===== src/rtl/pfg_pkg.sv =====
package pfg_pkg;

  localparam int SFD_IDX   = 7;
  localparam int DA_IDX    = 8;
  localparam int SA_IDX    = 14;
  localparam int TYPE_IDX  = 20;
  localparam int QNT_IDX   = 24;
  localparam int PAD_IDX   = 26;
  localparam int PAD_LEN   = 42;
  localparam int FCS_IDX   = PAD_IDX + PAD_LEN;
  localparam int FCS_LEN   = 4;
  localparam int FRAME_LEN = FCS_IDX + FCS_LEN;
  localparam int IDX_W     = $clog2(FRAME_LEN);

  localparam logic [7:0]  PRE_BYTE  = 8'h55;
  localparam logic [7:0]  SFD_BYTE  = 8'hD5;
  localparam logic [47:0] CTRL_DA   = 48'h0180C2000001;
  localparam logic [31:0] TYPE_OPC  = 32'h88080001;
  localparam logic [31:0] CRC_POLY  = 32'hEDB88320;

  typedef enum logic [1:0] {
    ST_IDLE,
    ST_REQ,
    ST_SEND
  } pfg_state_t;

  // One octet through the reflected CRC-32 register.
  function automatic logic [31:0] crc_step(input logic [31:0] c, input logic [7:0] d);
    logic [31:0] r;
    r = c ^ {24'h0, d};
    for (int b = 0; b < 8; b++) begin
      r = r[0] ? ((r >> 1) ^ CRC_POLY) : (r >> 1);
    end
    return r;
  endfunction

endpackage


===== src/rtl/pfg_trigger.sv =====
module pfg_trigger #(
  parameter int LVL_W = 12
) (
  input  logic             clk,
  input  logic             rst,
  input  logic [LVL_W-1:0] fill_level,
  input  logic [LVL_W-1:0] fill_thresh,
  input  logic             pin_xoff,
  input  logic             pin_xon,
  input  logic             xon_wr,
  input  logic             take_xoff,
  input  logic             take_xon,
  output logic             pend_xoff,
  output logic             pend_xon
);

  // Sources 0..1 ask for XOFF, 2..3 ask for XON.
  localparam int NSRC = 4;
  localparam int NOFF = 2;

  logic [NSRC-1:0] lvl;
  logic [NSRC-1:0] lvl_d;
  logic [NSRC-1:0] rise;
  logic            ev_xoff;
  logic            ev_xon;

  assign lvl = {xon_wr, pin_xon, pin_xoff, (fill_level >= fill_thresh)};

  always_ff @(posedge clk) begin
    if (rst) lvl_d <= '0;
    else     lvl_d <= lvl;
  end

  for (genvar g = 0; g < NSRC; g++) begin : g_edge
    assign rise[g] = lvl[g] & ~lvl_d[g];
  end

  assign ev_xoff = |rise[NOFF-1:0];
  assign ev_xon  = |rise[NSRC-1:NOFF];

  always_ff @(posedge clk) begin
    if (rst) begin
      pend_xoff <= 1'b0;
      pend_xon  <= 1'b0;
    end else begin
      pend_xoff <= (pend_xoff & ~take_xoff) | ev_xoff;
      pend_xon  <= (pend_xon  & ~take_xon)  | ev_xon;
    end
  end

endmodule


===== src/rtl/pfg_crc32.sv =====
module pfg_crc32 (
  input  logic        clk,
  input  logic        rst,
  input  logic        init,
  input  logic        en,
  input  logic [7:0]  din,
  output logic [31:0] crc
);
  import pfg_pkg::*;

  always_ff @(posedge clk) begin
    if (rst || init) crc <= '1;
    else if (en)     crc <= crc_step(crc, din);
  end

endmodule


===== src/rtl/pfg_framer.sv =====
module pfg_framer (
  input  logic        clk,
  input  logic        rst,
  input  logic        pend_xoff,
  input  logic        pend_xon,
  input  logic        xoff_hold,
  input  logic [15:0] pause_quanta,
  input  logic [47:0] station_addr,
  input  logic        tx_gnt,
  input  logic [31:0] crc_val,
  output logic        take_xoff,
  output logic        take_xon,
  output logic        crc_init,
  output logic        crc_en,
  output logic [7:0]  crc_din,
  output logic        tx_req,
  output logic        tx_en,
  output logic [7:0]  tx_data
);
  import pfg_pkg::*;

  pfg_state_t       state;
  logic [IDX_W-1:0] idx;
  logic [IDX_W-1:0] rel;
  logic [15:0]      quanta_q;
  logic [47:0]      sa_q;
  logic [7:0]       cur_byte;
  logic             want_xoff;
  logic             has_reason;
  logic             start;

  assign want_xoff  = pend_xoff | xoff_hold;
  assign has_reason = want_xoff | pend_xon;
  assign start      = (state == ST_REQ) && has_reason && tx_gnt;
  assign take_xoff  = start & pend_xoff;
  assign take_xon   = start & ~want_xoff;

  // Octet for the current frame position.
  always_comb begin
    rel      = '0;
    cur_byte = 8'h00;
    if (idx < IDX_W'(SFD_IDX)) begin
      cur_byte = PRE_BYTE;
    end else if (idx == IDX_W'(SFD_IDX)) begin
      cur_byte = SFD_BYTE;
    end else if (idx < IDX_W'(SA_IDX)) begin
      rel      = idx - IDX_W'(DA_IDX);
      cur_byte = 8'(CTRL_DA >> {IDX_W'(5) - rel, 3'b000});
    end else if (idx < IDX_W'(TYPE_IDX)) begin
      rel      = idx - IDX_W'(SA_IDX);
      cur_byte = 8'(sa_q >> {IDX_W'(5) - rel, 3'b000});
    end else if (idx < IDX_W'(QNT_IDX)) begin
      rel      = idx - IDX_W'(TYPE_IDX);
      cur_byte = 8'(TYPE_OPC >> {IDX_W'(3) - rel, 3'b000});
    end else if (idx < IDX_W'(PAD_IDX)) begin
      rel      = idx - IDX_W'(QNT_IDX);
      cur_byte = 8'(quanta_q >> {IDX_W'(1) - rel, 3'b000});
    end else if (idx < IDX_W'(FCS_IDX)) begin
      cur_byte = 8'h00;
    end else begin
      rel      = idx - IDX_W'(FCS_IDX);
      cur_byte = 8'(~crc_val >> {rel, 3'b000});
    end
  end

  assign crc_init = start;
  assign crc_din  = cur_byte;
  assign crc_en   = (state == ST_SEND) && (idx >= IDX_W'(DA_IDX)) && (idx < IDX_W'(FCS_IDX));

  always_ff @(posedge clk) begin
    if (rst) begin
      state    <= ST_IDLE;
      idx      <= '0;
      quanta_q <= '0;
      sa_q     <= '0;
      tx_req   <= 1'b0;
      tx_en    <= 1'b0;
      tx_data  <= '0;
    end else begin
      case (state)
        ST_IDLE: begin
          tx_en   <= 1'b0;
          tx_data <= '0;
          if (has_reason) begin
            state  <= ST_REQ;
            tx_req <= 1'b1;
          end
        end
        ST_REQ: begin
          if (!has_reason) begin
            state  <= ST_IDLE;
            tx_req <= 1'b0;
          end else if (tx_gnt) begin
            state    <= ST_SEND;
            tx_req   <= 1'b0;
            tx_en    <= 1'b1;
            tx_data  <= PRE_BYTE;
            idx      <= IDX_W'(1);
            quanta_q <= want_xoff ? pause_quanta : 16'h0000;
            sa_q     <= station_addr;
          end
        end
        ST_SEND: begin
          tx_en   <= 1'b1;
          tx_data <= cur_byte;
          if (idx == IDX_W'(FRAME_LEN - 1)) state <= ST_IDLE;
          else                              idx   <= idx + 1'b1;
        end
        default: state <= ST_IDLE;
      endcase
    end
  end

endmodule


===== src/rtl/pause_frame_gen.sv =====
module pause_frame_gen #(
  parameter int LVL_W = 12
) (
  input  logic             clk,
  input  logic             rst,
  input  logic [LVL_W-1:0] fill_level,
  input  logic [LVL_W-1:0] fill_thresh,
  input  logic             pin_xoff,
  input  logic             pin_xon,
  input  logic             xoff_hold,
  input  logic             xon_wr,
  input  logic [15:0]      pause_quanta,
  input  logic [47:0]      station_addr,
  input  logic             tx_gnt,
  output logic             tx_req,
  output logic             tx_en,
  output logic [7:0]       tx_data
);

  logic        pend_xoff;
  logic        pend_xon;
  logic        take_xoff;
  logic        take_xon;
  logic        crc_init;
  logic        crc_en;
  logic [7:0]  crc_din;
  logic [31:0] crc_val;

  pfg_trigger #(.LVL_W(LVL_W)) u_trig (
    .clk         (clk),
    .rst         (rst),
    .fill_level  (fill_level),
    .fill_thresh (fill_thresh),
    .pin_xoff    (pin_xoff),
    .pin_xon     (pin_xon),
    .xon_wr      (xon_wr),
    .take_xoff   (take_xoff),
    .take_xon    (take_xon),
    .pend_xoff   (pend_xoff),
    .pend_xon    (pend_xon)
  );

  pfg_crc32 u_crc (
    .clk  (clk),
    .rst  (rst),
    .init (crc_init),
    .en   (crc_en),
    .din  (crc_din),
    .crc  (crc_val)
  );

  pfg_framer u_frm (
    .clk          (clk),
    .rst          (rst),
    .pend_xoff    (pend_xoff),
    .pend_xon     (pend_xon),
    .xoff_hold    (xoff_hold),
    .pause_quanta (pause_quanta),
    .station_addr (station_addr),
    .tx_gnt       (tx_gnt),
    .crc_val      (crc_val),
    .take_xoff    (take_xoff),
    .take_xon     (take_xon),
    .crc_init     (crc_init),
    .crc_en       (crc_en),
    .crc_din      (crc_din),
    .tx_req       (tx_req),
    .tx_en        (tx_en),
    .tx_data      (tx_data)
  );

endmodule


===== config.mk =====
export PLATFORM = sky130hd
export DESIGN_NAME = pause_frame_gen
export DESIGN_NICKNAME = d
export VERILOG_FILES = /design/src/rtl/pfg_pkg.sv /design/src/rtl/pfg_trigger.sv /design/src/rtl/pfg_crc32.sv /design/src/rtl/pfg_framer.sv /design/src/rtl/pause_frame_gen.sv
export SDC_FILE = /design/constraint.sdc
export NUM_CORES = 1
export LEC_CHECK = 0
export BUFFER_PORTS_ARGS = -buffer_cell sky130_fd_sc_hd__buf_2
export CAP_MARGIN = 20
export CORE_UTILIZATION = 30
export CTS_BUF_LIST = sky130_fd_sc_hd__clkbuf_8
export DETAILED_ROUTE_END_ITERATION = 12
export GPL_ROUTABILITY_DRIVEN = 0
export GPL_TIMING_DRIVEN = 0
export MAX_ROUTING_LAYER = met4
export PLACE_DENSITY = 0.59
export SETUP_SLACK_MARGIN = 0.15
export SKIP_CTS_REPAIR_TIMING = 1
export SLEW_MARGIN = 20
export SYNTH_ARGS = -nofsm -noshare
export SYNTH_HDL_FRONTEND = slang
export SYNTH_SLANG_ARGS = --single-unit

===== constraint.sdc =====
create_clock -name clk -period 8.63 [get_ports clk]
set_clock_uncertainty 0.15 [all_clocks]
set_input_delay 0.4315 -clock clk [delete_from_list [all_inputs] [get_ports clk]]
set_output_delay 0.4315 -clock clk [all_outputs]
set_load 0.005 [all_outputs]

==> impl_metrics.yaml <==
clock_tree:
  cts_root_buf: "clkbuf_8"
  clk_latency_ps: 450
  h-tree-depth: 4
  clockBufferDepth: 2
  cts_sinks: 121
  cts_tree: "built"
  clk_pin_slew_ps: 80
  numCtsBuffers: 17
grt:
  grt_pass1_wl_um: 30400
  grt_util_all_layers: 0.174
  met2_usage: 0.253
  antenna_found_initial: 0
  grt-busiest-layer: "met2"
  grt_pass1_vias: 5669
  gr-total-overflow: 0
  grt_max_degree: 17
  met3_usage: 0.0416
  use_met1: 0.232
synth:
  syn_nets: 873
  synth_largest_area_cell: "dfxtp_1"
  synth.distinct_cells: 71
  netlist_top_cells_count: "nand2_1 (137), dfxtp_1 (121), a21oi_1 (79)"
  netlist_instances: 755
  synth_area_leaders: "dfxtp_1 (36%), nand2_1 (7.6%), a21oi_1 (5.9%)"
  synth-edff-count: 0
  synthesis.area_um2: 6750
  synth-seq-cells: 121
  synth_top_area_frac: 0.359
  synth_flop_cell: "dfxtp_1"
  yosysSeqAreaShare: 0.359
  post-synth-top-count-cell: "nand2_1"
  avgSynthCellArea_um2: 8.93
  yosysWarningCount: 0
  ys_async_sr_fraction: 0
floorplan:
  dieArea_um2: 23100
  die_y_um: 152
  num_rows: 54
  core_um2: 22000
  start_util: 0.307
  io_pins: 105
  die_w_um: 152
timing:
  hold_violations: 0
  tns_ps: 0
  rsz0062_at_grt: "no"
  min_period_ps: 4100
  finalSetupViolCount: 0
  drv_slew: 0
  slew_headroom: 0.373
  post-route-period-util: 0.475
  worst_pin_slew_ps: 933
  max_freq_mhz: 244
route:
  drtIter0Drc: 376
  drc: 12
  routed_wl_um: 19000
  dr_total_vias: 5838
  firstDrtPassIters: 11
  vias_per_cell: 4.99
  wl_per_cell_um: 16.2
  ant_nets: 0
worst_setup_path:
  crit_fanout: 10
  start_kind: "flip-flop"
  crit_arrival_ps: 4270
  critPathCaptureType: "flip-flop"
  worst-r2r-setup-slack_ps: 4530
  path_delay_family: "XOR/XNOR gates"
  crit_top_cell: "xnor2_1"
  path_class: "reg -> reg"
  cp_slowest_cell: "dfxtp_1"
  worstPathCellList: "buf_6, buf_2, inv_1, ha_1, nand4b_1, or2_1, o221a_1, a211oi_4, xnor2_4, xnor2_1, xor3_1, xnor2_1, o21ai_1"
  required_ps: 8800
  critPathBufInv: 3
  slowest_delay_ps: 460
final_layout:
  diodes: 0
  syn_to_final_growth_pct: 18.3
  fin_nets: 995
  fin_cells: 1170
  final_layout_size_suffix_gt1_frac: 0.217
outcome:
  outcome: "complete, but fails checks"
  failed_checks: "DRC"
placed_design:
  dp_hpwl_um: 14400
  dp_cells: 1138
  port_buffers: 103
worst_hold_path:
  min_path_type: "in -> reg"
power:
  vdd_drop_max_mv: 0.0588
  p_leak_nw: 3.09
  pwr_density_cell_nw_per_um2: 160
run:
  drv_cap: 0
[layout by cell type (no fill, tap or decap), types with 4 or more instances in the layout]
cell and count:
a211oi_1 4, ha_1 23, nand2b_1 8, clkbuf_1 33, nand4_1 4, dfxtp_1 121, o211ai_1 24, buf_2 110
o22a_1 7, mux2_2 4, clkinv_4 5, nand3_1 4, inv_1 23, a22o_1 16, o22ai_1 9, nand2_1 137
clkbuf_8 18, xnor2_1 40, mux4_2 8, xor2_1 16, a21oi_1 79, or3_1 4, a21o_1 6, nor3_1 7
buf_6 5, o21ai_0 13, and2_1 4, nor2_1 41, mux2i_1 30, and3_1 4, o21ai_1 8, clkinv_2 5
xnor2_2 9
[worst register-to-register path: stages (launching register included)]
cell,delay (ps)
dfxtp_1,460
buf_6,170
buf_2,290
inv_1,150
ha_1,390
nand4b_1,280
or2_1,340
o221a_1,310
a211oi_4,350
xnor2_4,210
xnor2_1,300
xor3_1,340
xnor2_1,170
o21ai_1,70
[logic make-up after synthesis]
family | share of synthesized area
compound gates | 0.191
fa+ha+maj | 0.0427
simple gates | 0.149
flops | 0.359
xor+xnor | 0.134
mux | 0.0779
buf+inv | 0.0469
[per-layer routing]
metal,wire (um),vias up
li1,-,2885
met5,0,-
met3,1330,26
met4,321,0
met1,9180,2726
met2,8150,201
[report_power, final]
part / internal (W) / total [W] / switching, W
sequential: 0.000585 / 0.000599 / 0.0000146
clock: 0.000236 / 0.000484 / 0.000248
combinational: 0.0000723 / 0.000190 / 0.000118
total: 0.000893 / 0.00127 / 0.000381
[stage by stage]
| step | util | setup WS (ps) | hold WS (ps) | power [W] | instance area (um2) |
|---|---|---|---|---|---|
| CTS | 0.364 | 4490 | 17.9 | 0.00128 | 7980 |
| global placement | 0.347 | 4540 | 291 | 0.000799 | 7610 |
| global route | 0.364 | 4270 | 22.7 | 0.00133 | 7980 |
| finish | 0.364 | 4530 | 40.0 | 0.00127 | 7980 |
| floorplan | - | 5150 | 285 | 0.000728 | 6750 |
| detailed placement | 0.347 | 4540 | 296 | 0.000801 | 7610 |
[path summary, 6_finish.rpt]
check | start | endpoint | depth (start not counted)
setup / recovery | u_frm.idx[2] | u_crc.crc[20] | 13
hold reg to reg | u_frm.tx_en | u_frm.tx_en | 2
hold / removal | pause_quanta[10] | u_frm.quanta_q[10] | 2
setup reg to reg | u_frm.idx[2] | u_crc.crc[20] | 13
[area by class of cell]
class / count / area (um2)
well taps: 280 / 350
multi-input cells: 563 / 4010
flip-flops and latches: 121 / 2420
fillers: 2310 / 14000
clock inverters: 14 / 124
repair buffers: 103 / 515
plain buffers: 48 / 230
clock buffers: 18 / 248
inverters: 23 / 86.3
[state kept, by name, indices dropped and copies added (netlist names)]
register / count
u_frm.tx_req: 1
u_trig.pend_xoff: 1
u_frm.idx: 7
u_frm.tx_data: 8
u_frm.state: 2
u_crc.crc: 32
u_trig.pend_xon: 1
u_frm.tx_en: 1
u_frm.sa_q: 48
u_trig.lvl_d: 4
u_frm.quanta_q: 16
No activity file was read; power rests on OpenSTA's default activity.
